<file path="src/rtl/led_ramp_pkg.sv">
package led_ramp_pkg;

    typedef enum logic [1:0] {
        MODE_DUAL   = 2'b00,
        MODE_SINGLE = 2'b01,
        MODE_BOOST  = 2'b10,
        MODE_EXTSUP = 2'b11
    } led_mode_e;

    typedef enum logic [1:0] {
        ST_HOLD,
        ST_RISE,
        ST_FALL,
        ST_PARK
    } ramp_state_e;

    typedef struct packed {
        logic [1:0] mode;
        logic       slow;
        logic       fs2x;
        logic [2:0] grad;
    } ctrl_t;

    localparam ctrl_t CTRL_RESET = '{mode: 2'b00, slow: 1'b0, fs2x: 1'b1, grad: 3'b111};

endpackage

</file>
<file path="src/rtl/led_step_timer.sv">
module led_step_timer #(
    parameter int STEP_UNIT = 16,
    parameter int GRAD_W    = 3
) (
    input  logic              clk,
    input  logic              rst_n,
    input  logic              base_tick,
    input  logic              restart,
    input  logic              run,
    input  logic [GRAD_W-1:0] grad,
    output logic              expire
);
    localparam int N_ENT     = 1 << GRAD_W;
    localparam int MAX_TICKS = STEP_UNIT << (N_ENT - 2);
    localparam int CNT_W     = $clog2(MAX_TICKS + 1);

    logic [CNT_W-1:0] lim_tab [N_ENT];
    logic [CNT_W-1:0] cnt_q;
    logic             last;

    for (genvar g = 0; g < N_ENT; g++) begin : g_lim
        if (g == 0) begin : g_fast
            assign lim_tab[g] = CNT_W'(1);
        end else begin : g_bin
            assign lim_tab[g] = CNT_W'(STEP_UNIT << (g - 1));
        end
    end

    assign last   = (cnt_q == lim_tab[grad] - CNT_W'(1));
    assign expire = run && !restart && base_tick && last;

    always_ff @(posedge clk or negedge rst_n) begin
        if (!rst_n) begin
            cnt_q <= '0;
        end else if (restart || !run) begin
            cnt_q <= '0;
        end else if (base_tick) begin
            cnt_q <= last ? '0 : cnt_q + CNT_W'(1);
        end
    end
endmodule

</file>
<file path="src/rtl/led_mode_decode.sv">
module led_mode_decode
    import led_ramp_pkg::*;
(
    input  logic [1:0] mode,
    output logic       drive_ch1,
    output logic       drive_ch2,
    output logic       boost_mode,
    output logic       boost_power
);
    always_comb begin
        drive_ch1   = 1'b0;
        drive_ch2   = 1'b0;
        boost_mode  = 1'b0;
        boost_power = 1'b1;
        unique case (mode)
            MODE_DUAL: begin
                drive_ch1 = 1'b1;
                drive_ch2 = 1'b1;
            end
            MODE_SINGLE: begin
                drive_ch1 = 1'b1;
            end
            MODE_BOOST: begin
                boost_mode = 1'b1;
            end
            default: begin
                drive_ch1   = 1'b1;
                drive_ch2   = 1'b1;
                boost_power = 1'b0;
            end
        endcase
    end
endmodule

</file>
<file path="src/rtl/led_ramp_ctrl.sv">
module led_ramp_ctrl
    import led_ramp_pkg::*;
#(
    parameter int CODE_W    = 8,
    parameter int STEP_UNIT = 16
) (
    input  logic              clk,
    input  logic              rst_n,
    input  logic              wr_ctrl,
    input  logic              wr_target,
    input  logic [CODE_W-1:0] wr_data,
    input  logic              base_tick,
    output logic [7:0]        ctrl_rdata,
    output logic [CODE_W-1:0] led_code,
    output logic              fs_double,
    output logic              slow_edge,
    output logic              drive_ch1,
    output logic              drive_ch2,
    output logic              boost_mode,
    output logic              boost_power,
    output logic              led_en,
    output logic              ramp_done
);
    ctrl_t             ctrl_q, ctrl_d;
    logic [CODE_W-1:0] target_q, target_d;
    logic [CODE_W-1:0] present_q, present_d;
    ramp_state_e       state_q, state_d;
    logic              expire;
    logic              restart;
    logic              run;

    assign restart = wr_ctrl || wr_target;
    assign run     = (state_q == ST_RISE) || (state_q == ST_FALL);

    led_step_timer #(.STEP_UNIT(STEP_UNIT), .GRAD_W(3)) timer_i (
        .clk      (clk),
        .rst_n    (rst_n),
        .base_tick(base_tick),
        .restart  (restart),
        .run      (run),
        .grad     (ctrl_q.grad),
        .expire   (expire)
    );

    led_mode_decode decode_i (
        .mode       (ctrl_q.mode),
        .drive_ch1  (drive_ch1),
        .drive_ch2  (drive_ch2),
        .boost_mode (boost_mode),
        .boost_power(boost_power)
    );

    // next register values and the state they imply
    always_comb begin
        ctrl_d    = wr_ctrl   ? ctrl_t'(wr_data[6:0]) : ctrl_q;
        target_d  = wr_target ? wr_data : target_q;
        present_d = present_q;
        if (expire) begin
            unique case (state_q)
                ST_RISE: present_d = present_q + CODE_W'(1);
                ST_FALL: present_d = present_q - CODE_W'(1);
                default: present_d = present_q;
            endcase
        end
        if (ctrl_d.mode == MODE_BOOST) begin
            state_d = ST_PARK;
        end else if (present_d == target_d) begin
            state_d = ST_HOLD;
        end else if (present_d < target_d) begin
            state_d = ST_RISE;
        end else begin
            state_d = ST_FALL;
        end
    end

    // state and data registers
    always_ff @(posedge clk or negedge rst_n) begin
        if (!rst_n) begin
            ctrl_q    <= CTRL_RESET;
            target_q  <= '0;
            present_q <= '0;
            state_q   <= ST_HOLD;
        end else begin
            ctrl_q    <= ctrl_d;
            target_q  <= target_d;
            present_q <= present_d;
            state_q   <= state_d;
        end
    end

    // outputs
    always_comb begin
        ctrl_rdata = {1'b0, ctrl_q};
        fs_double  = ctrl_q.fs2x;
        slow_edge  = ctrl_q.slow;
        ramp_done  = (present_q == target_q);
        unique case (state_q)
            ST_PARK: begin
                led_code = '0;
                led_en   = 1'b0;
            end
            default: begin
                led_code = present_q;
                led_en   = (present_q != '0);
            end
        endcase
    end
endmodule

</file>
<file path="config.mk">
export PLATFORM = sky130hd
export DESIGN_NAME = led_ramp_ctrl
export DESIGN_NICKNAME = d
export VERILOG_FILES = /design/src/rtl/led_ramp_pkg.sv /design/src/rtl/led_step_timer.sv /design/src/rtl/led_mode_decode.sv /design/src/rtl/led_ramp_ctrl.sv
export SDC_FILE = /design/constraint.sdc
export NUM_CORES = 1
export LEC_CHECK = 0
export ABC_AREA = 1
export CAP_MARGIN = 20
export CORE_MARGIN = 4
export CORE_UTILIZATION = 55
export CTS_CLUSTER_SIZE = 12
export DETAILED_ROUTE_END_ITERATION = 10
export PLACE_DENSITY = 0.9
export SLEW_MARGIN = 20
export SYNTH_ARGS = -nofsm -noshare
export SYNTH_HDL_FRONTEND = slang
export SYNTH_HIERARCHICAL = 1
export SYNTH_SLANG_ARGS = --single-unit
export TNS_END_PERCENT = 5
</file>
<file path="constraint.sdc">
create_clock -name clk -period 3.5 [get_ports clk]
set_input_delay 0.7 -clock clk [delete_from_list [all_inputs] [get_ports clk]]
set_output_delay 0.7 -clock clk [all_outputs]
set_load 0.01 [all_outputs]
</file>
==> results of run 1 <==
==> synth_stat cells <==
cell      count  area, um2
nor2_4        2       22.5
xor2_1        5       43.8
nand2_2       3       18.8
o21ai_1       2       10.0
nor4_1        2       12.5
dfrtp_1      32        801
nand3_1      25        125
ha_1         16        200
a211oi_1      1       7.51
xnor2_1       8       70.1
o211ai_1      1       7.51
o21ai_0      19       95.1
nand2_1     132        495
nor2_2        3       18.8
dfstp_2       4        105
nand3b_1      1       7.51
buf_2         2       10.0
buf_4         3       22.5
buf_6         3       33.8
o22ai_1       3       18.8
or2_2         5       31.3
clkbuf_1      3       11.3
inv_2         3       11.3
a21oi_1       8       40.0
nor2_1       36        135
inv_1        59        221
nand3_2       1       10.0
conb_1        1       3.75
nor3_2        1       10.0
o21bai_1      1       7.51
nand4_1       4       25.0
==> worst reg2reg max path, stage by stage, from the launching register on <==
cell and delay, ns:
dfstp_2 0.64, nand2_1 0.13, inv_2 0.08, nand3_1 0.06, nand2_1 0.07, nand2_1 0.06
nor2_1 0.11, nand2_1 0.10, nor3_2 0.11, nand2_1 0.13, inv_1 0.28, nand3_1 0.12
o21ai_1 0.13, ha_1 0.27, a21oi_1 0.14, nor2_1 0.06, a211oi_1 0.27, nand2_1 0.08
nand2_1 0.07, nand2_1 0.04
==> cell type report <==
cell class              instances  area [um2]
inverters                      62         233
flip-flops and latches         36         906
well taps                      52        65.1
clock buffers                   8         100
repair buffers                 41         395
multi-input cells             280        1420
fillers                       361        1390
==> path summary, 6_finish.rpt <==
check                           slack [ns]           from  cells after the start       endpoint
worst max-delay path                  0.35      wr_target                     17     state_q[1]
worst min-delay path                  0.47      fs_double                      2      fs_double
worst max register to register        0.45  ctrl_rdata[2]                     19     state_q[1]
worst min register to register        0.47      fs_double                      2      fs_double
max in group asynchronous             2.34          rst_n                      2      fs_double
min in group asynchronous             0.82          rst_n                      2  ctrl_rdata[6]
==> power by group through the flow <==
stage               Combinational (W)  Clock (W)  Sequential, W
CTS                          0.000400   0.000329       0.000478
finish                       0.000404   0.000325       0.000479
detailed placement           0.000398          0       0.000486
global route                 0.000444   0.000351       0.000484
global placement             0.000388          0       0.000484
floorplan                    0.000252          0       0.000479
==> cell families after synthesis <==
kind of cell / Yosys count
other: 1
AND/OR/NAND/NOR: 215
buffers and inverters: 73
flip-flops: 36
AO/OA/AOI/OAI: 35
adder cells (fa/ha/maj): 16
XOR/XNOR: 13
==> sequential cells by signal (all words and copies together), names as in the netlist <==
signal and count:
timer_i/cnt_q 11, state_q 2, slow_edge 1, fs_double 1, present_q 8, ctrl_rdata 5, target_q 8
==> stage by stage <==
step | std cells | instance area, um2 | total power, W | setup slack (ns) | util
3_3_place_gp | 471 | 3020 | 0.000872 | 0.233 | 0.669
2_1_floorplan | 389 | 2630 | 0.000732 | 0.708 | -
3_5_place_dp | 471 | 3020 | 0.000884 | 0.106 | 0.669
5_1_grt | 479 | 3120 | 0.00128 | 0.124 | 0.692
6_report | 479 | 3120 | 0.00121 | 0.353 | 0.692
4_1_cts | 479 | 3120 | 0.00121 | 0.375 | 0.692
==> per-layer routing <==
layer | share of wire | wire, um | up-vias
li1 | - | - | 1269
met5 | 0 | 0 | -
met3 | 0.078 | 520 | 17
met1 | 0.44 | 2950 | 1183
met2 | 0.46 | 3040 | 129
met4 | 0.019 | 124 | 0
==> reports/qor.csv, run 1 <==
stage;metric;value;unit
run_status;status;finished clean;
finish;final_common_cell;nand2_1;
critical_path;path_cells;clkdlybuf4s50_1 -> inv_1 -> nand2_1 -> nor2_1 -> inv_1 -> nor3_2 -> nand2_1 -> inv_1 -> nand3_1 -> o21ai_1 -> ha_1 -> a21oi_1 -> nor2_1 -> a211oi_1 -> nand2_1 -> nand2_1 -> nand2_1;
critical_path;path_max_fanout;12;
sta;setup_viol;0;
yosys;yosys.area_share.simple;0.346;
clocking;cts_made_buffers;5;
power;p_per_area;388;mW/mm2
grt;grt_use_total;0.226;
sta;max_freq;318;MHz
die;dieArea;0.00596;mm2
critical_path;cp_top_family;buffers and inverters;
route;routed_via_density;5.42;
clocking;cts_tree;done;
placement;place_congestion;0.911;
sta;fin_tns_setup;0;ns
power;switching_power;0.000411;W
sta;rsz0062_at_grt;false;
die;initial_utilization;0.584;
sta;skew;0.00573;ns
yosys;synthAdderAreaFrac;0.0760;
critical_path;cp_common_cell;nand2_1;
yosys;syn_nets;418;
grt;grt_pass1_vias;2378;
route;drc;0;
sta;holdWs;0.471;ns
grt;use_met2;0.363;
yosys;yosysSeqAreaShare;0.344;
clocking;h-tree-depth;2;
sta;finalCriticalPeriod;3.15;ns
route;routedWlPerCell;13.9;um
min_path;hold_path.class;reg2reg;
clocking;clkSinkCount;36;
job;maxCapViolCount;0;
yosys;ys_warn_count;6;
sta;tightest_slew;0.802;ns
grt;grt_start_max_net_pins;37;
power;internal-power;0.000798;W
placement;hpwlAfterDp;5030;um
critical_path;crit_required;3.67;ns
critical_path;critPathMaxStageDelay;0.42;ns
finish;area_growth;18.3;%
clocking;ctsRootBufferMaster;clkbuf_8;
clocking;ctsHoldBuffers;0;
route;routed_wl;6640;um
die;core;0.00450;mm2
power;clock_power_share;0.269;
power;ir_drop;0.172;mV
yosys;synth_top_family_by_area;simple AND/OR/NAND/NOR gates;
critical_path;path_buf_inv;4;
critical_path;worstPathArrival;3.32;ns
finish;fin_nets;455;
yosys;synth_xor_area_frac;0.0433;
clocking;post_cts_buffers;0;
yosys;synth_mux_area_frac;0;
clocking;cts_resized;0;
critical_path;crit_type;in2reg;
clocking;clk_latency;0.29;ns
power;leakage;1.70;nW
route;postRouteAntennaNets;0;
die;die_x;77.2;um
power;combPwrFrac;0.334;
finish;drive_above_1_share;0.0820;
yosys;synth_compound_area_frac;0.0708;
grt;antenna_found_initial;0;
route;first_pass_iters;5;
yosys;ys_seq_elements;36;
sta;final.period_utilization;0.899;
grt;grt_overflow;0;
route;routed-via-count;2598;
critical_path;cp_slowest_cell;clkdlybuf4s50_1;
clocking;clk_pin_slew;0.07;ns
critical_path;cp-start-kind;input port;
sta;slew_headroom;0.464;
route;first_iter_violations;181;
sta;hold_viol;0;
grt;grt_first_pass_wirelength;10900;um
finish;mostFrequentLayoutCells;nand2_1, inv_1, nor2_1;
yosys;avgSynthCellArea;6.77;um2
clocking;cts_buffer_depth;2;
die;rows;24;
grt;met3_usage;0.0422;
yosys;netlist_area;0.00263;mm2
power;sw_frac_of_total;0.340;
grt;grt_util_met1;0.312;
die;ios;37;
critical_path;end_kind;flip-flop;
grt;grt-busiest-layer;met2;
finish;diodes;0;
yosys;yosysUniqueCellTypes;31;
sta;drv_slew;0;
power;seqPwrFrac;0.397;
die;die_y;77.2;um
yosys;netlist_instances;389;
placement;port_buffers;35;
(Power assumes the default switching activity.)
==> inputs of run 2 (changes only) <==
--- a/config.mk
+++ b/config.mk
@@ -11,6 +11,7 @@
 export CORE_UTILIZATION = 55
 export CTS_CLUSTER_SIZE = 12
 export DETAILED_ROUTE_END_ITERATION = 10
+export GPL_ROUTABILITY_DRIVEN = 0
 export PLACE_DENSITY = 0.9
 export SLEW_MARGIN = 20
 export SYNTH_ARGS = -nofsm -noshare
==> reports/qor.csv, run 2 (synthesized netlist as in run 1, its figures left out) <==
stage;metric;value;unit;change
route;drc;0;;unchanged
sta;skew;0.00453;ns;was 0.00573 ns
sta;holdWs;0.475;ns;was 0.471 ns
finish;largest-register;timer_i/cnt_q;;unchanged
grt;grt_overflow;0;;unchanged
critical_path;worstPathArrival;3.44;ns;was 3.32 ns
finish;reg.largest.list;timer_i/cnt_q (11), present_q (8), target_q (8);;unchanged
sta;tightest_slew;0.776;ns;was 0.802 ns
sta;rsz0062_at_grt;false;;unchanged
power;leakage;1.70;nW;unchanged
critical_path;ff2ff_path_depth;19;;unchanged
sta;max_freq;305;MHz;was 318 MHz
finish;final_cells;479;;unchanged
clocking;clk_latency;0.28;ns;was 0.29 ns
sta;drv_slew;0;;unchanged
route;drt-met1-wl;2870;um;was 2950 um
route;routed_wl;6740;um;was 6640 um
die;ios;37;;unchanged
clocking;cts_resized;0;;unchanged
critical_path;path_max_fanout;12;;unchanged
sta;finalCriticalPeriod;3.28;ns;was 3.15 ns
clocking;clk_pin_slew;0.07;ns;about the same
sta;hold_viol;0;;unchanged
finish;area_growth;18.3;%;unchanged
job;maxCapViolCount;0;;unchanged
power;p_per_area;388;mW/mm2;about the same
die;die_y;77.2;um;unchanged
grt;grt_start_max_net_pins;37;;unchanged
critical_path;rrSetupSlack;0.37;ns;was 0.45 ns
finish;mostFrequentLayoutCells;nand2_1, inv_1, nor2_1;;unchanged
clocking;post_cts_buffers;0;;unchanged
finish;final_core_util;0.692;;unchanged
sta;setup_viol;0;;unchanged
sta;slew_headroom;0.481;;was 0.464
route;first_pass_iters;5;;unchanged
finish;fin_nets;455;;unchanged
min_path;hold_end;fs_double;;unchanged
grt;grt_pass1_vias;2496;;was 2378
clocking;cts_made_buffers;5;;unchanged
finish;diodes;0;;unchanged
die;rows;24;;unchanged
route;routed_via_density;5.46;;was 5.42
critical_path;crit_type;in2reg;;unchanged
clocking;clkSinkCount;36;;unchanged
grt;grt_first_pass_wirelength;11100;um;was 10900 um
power;finalPower;0.00121;W;about the same
route;postRouteAntennaNets;0;;unchanged
route;highest_layer;met4;;unchanged
critical_path;end_kind;flip-flop;;unchanged
placement;place_inst;471;;unchanged
grt;antenna_found_initial;0;;unchanged
clocking;ctsRootBufferMaster;clkbuf_8;;unchanged
sta;final.period_utilization;0.936;;was 0.899
die;core;0.00450;mm2;unchanged
finish;final_common_cell;nand2_1;;unchanged
clocking;cts_buffer_depth;2;;unchanged
min_path;hp-start;fs_double;;unchanged
route;routed-via-count;2613;;was 2598
die;dieArea;0.00596;mm2;unchanged
run_status;status;finished clean;;unchanged
die;initial_utilization;0.584;;unchanged
min_path;whs_path_depth;2;;unchanged
placement;port_buffers;35;;unchanged
route;wl_met3;596;um;was 520 um
grt;grt_use_total;0.233;;was 0.226
route;routedWlPerCell;14.1;um;was 13.9 um
die;die_x;77.2;um;unchanged
critical_path;rr_startpoint;ctrl_rdata[2];;unchanged
finish;drive_above_1_share;0.0820;;unchanged
clocking;h-tree-depth;2;;unchanged
power;ir_drop;0.161;mV;was 0.172 mV
clocking;cts_tree;done;;unchanged
route;dr_wl_met2;3120;um;was 3040 um
finish;largest_register_ffs;11;;unchanged
clocking;ctsHoldBuffers;0;;unchanged
placement;hpwlAfterDp;5110;um;was 5030 um
critical_path;cp-start-kind;input port;;unchanged
min_path;hold_path.class;reg2reg;;unchanged
sta;fin_tns_setup;0;ns;unchanged
route;first_iter_violations;205;;was 181
critical_path;timing.rr.end;state_q[1];;unchanged
critical_path;crit_required;3.67;ns;about the same
run 2: cell counts in the layout (fill, tap and decap cells not counted):
Identical to the previous run, type by type.
run 2: how the worst max path moves through the flow:
stage,from,endpoint,slack [ns],depth (start not counted)
floorplan,ctrl_rdata[2],state_q[1],0.71,22
global placement,wr_target,state_q[1],0.24,17
detailed placement,wr_target,state_q[1],0.09,17
CTS,wr_target,state_q[1],0.31,17
global route,wr_target,state_q[1],0.07,17
finish,wr_target,state_q[1],0.22,17
run 2: cell type report:
class / instances / area [um2]
Multi-Input combinational cell: 280 / 1420
Fill cell: 351 / 1390
Sequential cell: 36 / 906
Timing Repair Buffer: 41 / 395
Inverter: 62 / 233
Clock buffer: 8 / 100
Tap cell: 52 / 65.1
run 2: per-stage QoR:
step	cell area, um2	setup slack (ns)
CTS	3120	0.306
global route	3120	0.0675
detailed placement	3020	0.0909
floorplan	2630	0.708
finish	3120	0.224
global placement	3020	0.243
run 2: critical path: stages:
cell,delay (ns)
clkdlybuf4s50_1,0.43
inv_1,0.14
nand2_1,0.08
nor2_1,0.17
inv_1,0.10
nor3_2,0.18
nand2_1,0.14
inv_1,0.30
nand3_1,0.13
o21ai_1,0.12
ha_1,0.27
a21oi_1,0.16
nor2_1,0.07
a211oi_1,0.25
nand2_1,0.09
nand2_1,0.07
nand2_1,0.05
run 2: power by group:
| part | internal, W | switching [W] | leakage, nW | total (W) |
|---|---|---|---|---|
| Sequential | 0.000446 | 0.0000341 | 0.420 | 0.000480 |
| Clock | 0.000180 | 0.000145 | 0.0515 | 0.000325 |
| Combinational | 0.000172 | 0.000233 | 1.23 | 0.000405 |
run 2: per-layer routing:
metal / global-route usage / vias up
met5: 0 / -
met4: 0.0890 / 0
met3: 0.0574 / 21
met2: 0.384 / 132
met1: 0.292 / 1189
li1: - / 1271
